$ cat config.mk
export PLATFORM = sky130hd
export DESIGN_NAME = pflash_wr_capture
export DESIGN_NICKNAME = d
export VERILOG_FILES = /design/src/rtl/pfwc_pkg.sv /design/src/rtl/pfwc_sync.sv /design/src/rtl/pfwc_fsm.sv /design/src/rtl/pflash_wr_capture.sv
export SDC_FILE = /design/constraint.sdc
export NUM_CORES = 1
export LEC_CHECK = 0
export CAP_MARGIN = 10
export CELL_PAD_IN_SITES_DETAIL_PLACEMENT = 0
export CELL_PAD_IN_SITES_GLOBAL_PLACEMENT = 2
export CORE_AREA = 4 4 109 111
export DETAILED_ROUTE_END_ITERATION = 10
export DIE_AREA = 0 0 113 115
export PLACE_DENSITY_LB_ADDON = 0.1
export SLEW_MARGIN = 20
export SYNTH_ARGS = -nofsm -noshare
export SYNTH_HDL_FRONTEND = slang
export SYNTH_HIERARCHICAL = 1
export SYNTH_SLANG_ARGS = --single-unit
$ cat constraint.sdc
create_clock -name clk -period 1.86 [get_ports clk]
set_input_delay 0.465 -clock clk [delete_from_list [all_inputs] [get_ports clk]]
set_output_delay 0.465 -clock clk [all_outputs]
set_load 0.1 [all_outputs]
$ cat src/rtl/pfwc_pkg.sv
package pfwc_pkg;
    typedef enum logic [1:0] {
        ST_IDLE    = 2'd0,
        ST_OPEN    = 2'd1,
        ST_BLOCKED = 2'd2
    } cap_state_t;
endpackage

$ cat src/rtl/pfwc_sync.sv
module pfwc_sync #(
    parameter int           W       = 1,
    parameter logic [W-1:0] RST_VAL = '0
) (
    input  logic         clk,
    input  logic         rst_n,
    input  logic [W-1:0] d,
    output logic [W-1:0] q
);
    logic [W-1:0] stage1;

    always_ff @(posedge clk) begin
        if (!rst_n) begin
            stage1 <= RST_VAL;
            q      <= RST_VAL;
        end else begin
            stage1 <= d;
            q      <= stage1;
        end
    end
endmodule

$ cat src/rtl/pfwc_fsm.sv
module pfwc_fsm
    import pfwc_pkg::*;
#(
    parameter int AW          = 19,
    parameter int DW          = 8,
    parameter int MIN_LOW_CYC = 3
) (
    input  logic          clk,
    input  logic          rst_n,
    input  logic          pwr_good,
    input  logic          win,
    input  logic          oe_s,
    input  logic [AW-1:0] addr_s,
    input  logic [DW-1:0] data_s,
    output logic          wr_valid,
    output logic [AW-1:0] wr_addr,
    output logic [DW-1:0] wr_data
);
    localparam int            CW      = $clog2(MIN_LOW_CYC + 1);
    localparam logic [CW-1:0] MIN_CNT = CW'(MIN_LOW_CYC);
    localparam logic [CW-1:0] ONE_CNT = CW'(1);

    cap_state_t    state, nxt;
    logic [CW-1:0] low_cnt;
    logic [AW-1:0] addr_lat;
    logic          inhibit;
    logic          accept;
    logic          emit;

    assign inhibit = !oe_s || !pwr_good;
    assign accept  = (state == ST_IDLE) && win && !inhibit;
    assign emit    = (state == ST_OPEN) && pwr_good && !win && (low_cnt >= MIN_CNT);

    always_comb begin
        nxt = state;
        unique case (state)
            ST_IDLE:    if (win) nxt = inhibit ? ST_BLOCKED : ST_OPEN;
            ST_OPEN: begin
                if (!pwr_good)  nxt = ST_BLOCKED;
                else if (!win)  nxt = ST_IDLE;
            end
            ST_BLOCKED: if (!win) nxt = ST_IDLE;
            default:    nxt = ST_IDLE;
        endcase
    end

    always_ff @(posedge clk) begin
        if (!rst_n) state <= ST_IDLE;
        else        state <= nxt;
    end

    always_ff @(posedge clk) begin
        if (!rst_n) begin
            low_cnt  <= '0;
            addr_lat <= '0;
            wr_valid <= 1'b0;
            wr_addr  <= '0;
            wr_data  <= '0;
        end else begin
            wr_valid <= 1'b0;
            if (accept) begin
                addr_lat <= addr_s;
                low_cnt  <= ONE_CNT;
            end else if (state == ST_OPEN && win && low_cnt < MIN_CNT) begin
                low_cnt  <= low_cnt + ONE_CNT;
            end
            if (emit) begin
                wr_valid <= 1'b1;
                wr_addr  <= addr_lat;
                wr_data  <= data_s;
            end
        end
    end
endmodule

$ cat src/rtl/pflash_wr_capture.sv
module pflash_wr_capture #(
    parameter int ADDR_W      = 19,
    parameter int DATA_W      = 8,
    parameter int MIN_LOW_CYC = 3
) (
    input  logic              clk,
    input  logic              rst_n,
    input  logic              pwr_good,
    input  logic              ce_n,
    input  logic              we_n,
    input  logic              oe_n,
    input  logic [ADDR_W-1:0] bus_addr,
    input  logic [DATA_W-1:0] bus_data,
    output logic              wr_valid,
    output logic [ADDR_W-1:0] wr_addr,
    output logic [DATA_W-1:0] wr_data
);
    localparam int BUS_W = ADDR_W + DATA_W;

    logic [2:0]        strb_s;
    logic [BUS_W-1:0]  bus_s;
    logic              win_s;

    pfwc_sync #(.W(3), .RST_VAL(3'b111)) u_strb_sync (
        .clk   (clk),
        .rst_n (rst_n),
        .d     ({ce_n, we_n, oe_n}),
        .q     (strb_s)
    );

    pfwc_sync #(.W(BUS_W), .RST_VAL('0)) u_bus_sync (
        .clk   (clk),
        .rst_n (rst_n),
        .d     ({bus_addr, bus_data}),
        .q     (bus_s)
    );

    assign win_s = !strb_s[2] && !strb_s[1];

    pfwc_fsm #(.AW(ADDR_W), .DW(DATA_W), .MIN_LOW_CYC(MIN_LOW_CYC)) u_fsm (
        .clk      (clk),
        .rst_n    (rst_n),
        .pwr_good (pwr_good),
        .win      (win_s),
        .oe_s     (strb_s[0]),
        .addr_s   (bus_s[BUS_W-1:DATA_W]),
        .data_s   (bus_s[DATA_W-1:0]),
        .wr_valid (wr_valid),
        .wr_addr  (wr_addr),
        .wr_data  (wr_data)
    );
endmodule

==> flow_summary.json <==
{
  "hold_violations": 0,
  "synthDominantCellAreaShare_pct": 60.5,
  "antenna_found_initial": 0,
  "postLayoutCoreUtil_pct": 45.5,
  "whs_ns": 0.418,
  "grt_first_pass_wirelength_um": 9720,
  "worstReg2RegEnd": "u_fsm/addr_lat[15]$_SDFFE_PN0P_",
  "cts.clk_slew.worst_paths_ns": 0.10,
  "yosysSeqAreaShare_pct": 60.5,
  "syn_inst": 326,
  "synth_commonest_cells": "dfxtp_1 (111), nand2_1 (73), and2_2 (54)",
  "syn_nets": 360,
  "yosys_warnings": 6,
  "top_layer": "met4",
  "first_iter_violations": 50,
  "met2_length_um": 2700,
  "core_um2": 10800,
  "grt_pass1_vias": 2046,
  "drc": 0,
  "cts_root_buf": "clkbuf_8",
  "yosys.area.top_type": "dfxtp_1",
  "peakVddDrop_v": 0.000528,
  "die_w_um": 113,
  "met1_length_um": 2740,
  "finalCriticalPeriod_ns": 1.60,
  "worstSetupEndpointType": "register",
  "crit_type": "register to register",
  "clock_latency_ns": 0.36,
  "synthTopCellsByArea": "dfxtp_1 (61%), mux2i_1 (13%), and2_2 (11%)",
  "period_share_pct": 85.8,
  "ff2ff_setup_slack_ns": 0.26,
  "vias": 2183,
  "yosysUniqueCellTypes": 25,
  "cts_made_buffers": 9,
  "final_nets": 419,
  "critPathLaunchType": "register",
  "yosysMostFrequentCell": "dfxtp_1",
  "start_util_pct": 34.0,
  "placementRows": 38,
  "critPathRequiredTime_ns": 2.14,
  "io_pins": 61,
  "cts.sink_count": 111,
  "synthArstFlopShare_pct": 0,
  "cts_htree_levels": 3,
  "syn_to_final_growth_pct": 33.7,
  "leakage_nw": 1.80,
  "finalSetupViolCount": 0,
  "dieHeight_um": 115,
  "holdPathStages": 1,
  "cts_tree": "yes",
  "netlist_area_um2": 3670,
  "holdBufCountCts": 0,
  "path_max_fanout": 21,
  "post_cts_buffers": 0,
  "max_slew_margin_pct": 77.4,
  "drive_above_1_share_pct": 28.2,
  "rsz0062_at_grt": "no",
  "worst_slew_pin_slew_ns": 0.338,
  "clock_path_buffers": 2,
  "synth-edff-count": 0,
  "syn-mean-instance-area_um2": 11.3,
  "ys_ff_latch": 111,
  "drt-pass1-iter-count": 4,
  "vias_per_cell": 4.12,
  "cts_resized": 0,
  "hp-start": "u_strb_sync/stage1[0]$_SDFF_PN1_",
  "drv_slew": 0,
  "status": "finished, final reports clean",
  "die_area_um2": 13000,
  "wl_met3_um": 355,
  "fmax_ghz": 0.627,
  "hold_path_end": "u_strb_sync/q[0]$_SDFF_PN1_",
  "max_cap_violations": 0,
  "arrival_ns": 1.88,
  "antennaDiodeCount": 0,
  "wl_per_cell_um": 11.2,
  "ant_nets": 0,
  "grtUsageTotal_pct": 9.60,
  "io_buffers": 60,
  "grt.overflow.total": 0,
  "p_per_area_nw_per_um2": 830,
  "worstRegToRegCells": 5,
  "skew_ns": 0.0121,
  "grt_max_degree": 83,
  "globalplace.congestion": 0.675,
  "holdCritPathClass": "register to register",
  "synthFlopType": "dfxtp_1",
  "hpwl_um": 3730,
  "routed_wl_um": 5910,
  "r2r_start": "u_strb_sync/q[1]$_SDFF_PN1_"
}
## sequential cells by signal (all words and copies together) (netlist names)
register,flops
u_strb_sync/q,3
u_fsm/low_cnt,2
u_fsm/state,2
u_fsm/wr_valid,1
u_fsm/wr_addr,19
u_fsm/addr_lat,19
u_fsm/wr_data,8
u_strb_sync/stage1,3
u_bus_sync/stage1,27
u_bus_sync/q,27
## per-layer routing
layer	up-vias	global-route usage [%]
met2	46	15.3
li1	1150	-
met3	6	4.16
met4	0	4.57
met5	-	0
met1	981	11.2
## through the flow
| stage | TNS [ns] | power (W) | cells | setup slack (ns) | instance area [um^2] |
|---|---|---|---|---|---|
| after floorplan | 0 | 0.00259 | 326 | 0.469 | 3670 |
| after detailed placement | -1.70 | 0.00269 | 514 | -0.0791 | 4700 |
| after global routing | 0 | 0.00427 | 530 | 0.161 | 4910 |
| final | 0 | 0.00407 | 530 | 0.264 | 4910 |
| after CTS | 0 | 0.00417 | 530 | 0.238 | 4910 |
| after global placement | -0.0256 | 0.00268 | 514 | -0.00425 | 4700 |
## cell type report
type | instances | area, um^2
Clock buffer | 10 | 138
Clock inverter | 6 | 70.1
Fill cell | 1005 | 5880
Multi-Input combinational cell | 196 | 1340
Sequential cell | 111 | 2220
Tap cell | 140 | 175
Timing Repair Buffer | 67 | 968
## worst max-delay path, cell delays in order, from the launching register on
cell and delay (ns):
dfxtp_1 0.31, nor2_1 0.28, nand3b_1 0.21, nor3b_4 0.27, buf_12 0.23, mux2i_1 0.21
## cell families after synthesis
group | after synthesis | synth area share, %
muxes | 47 | 12.8
adders and majority gates | 1 | 0.341
DFF | 111 | 60.5
xor gates and xnor gates | 1 | 0.239
AOI/OAI and AO/OA | 4 | 0.784
and+or+nand+nor | 143 | 21.8
buffers and inverters | 19 | 3.51
## worst max-delay path by stage
| stage | start | end | slack [ns] | cells after the start |
|---|---|---|---|---|
| floorplan | u_fsm/low_cnt[0]$_SDFFE_PN0P_ | u_fsm/wr_addr[0]$_SDFFE_PN0P_ | 0.47 | 6 |
| global placement | pwr_good | u_fsm/wr_addr[16]$_SDFFE_PN0P_ | -0.004 | 5 |
| detailed placement | pwr_good | u_fsm/wr_data[7]$_SDFFE_PN0P_ | -0.08 | 5 |
| CTS | u_strb_sync/q[1]$_SDFF_PN1_ | u_fsm/addr_lat[9]$_SDFFE_PN0P_ | 0.24 | 5 |
| global route | u_strb_sync/q[1]$_SDFF_PN1_ | u_fsm/addr_lat[9]$_SDFFE_PN0P_ | 0.16 | 5 |
| finish | u_strb_sync/q[1]$_SDFF_PN1_ | u_fsm/addr_lat[15]$_SDFFE_PN0P_ | 0.26 | 5 |
## placed cells by master (no fill, tap or decap), drive strengths merged
master and count:
nor4b 1, nand3b 2, and4bb 1, bufinv 1, buf 36, clkdlybuf4s50 31, xor2 1, and2 55
mux2i 47, clkbuf 10, o21ai 2, o2111a 1, nand2b 6, ha 1, dfxtp 111, clkinv 2
nand2 74, nor3b 2, clkinvlp 3, nor2 2, o21a 1
## power by group
part           internal [W]  switching [W]
Clock              0.000664       0.000783
Combinational      0.000114      0.0000635
Sequential          0.00244      0.0000127
(Power assumes the default switching activity.)
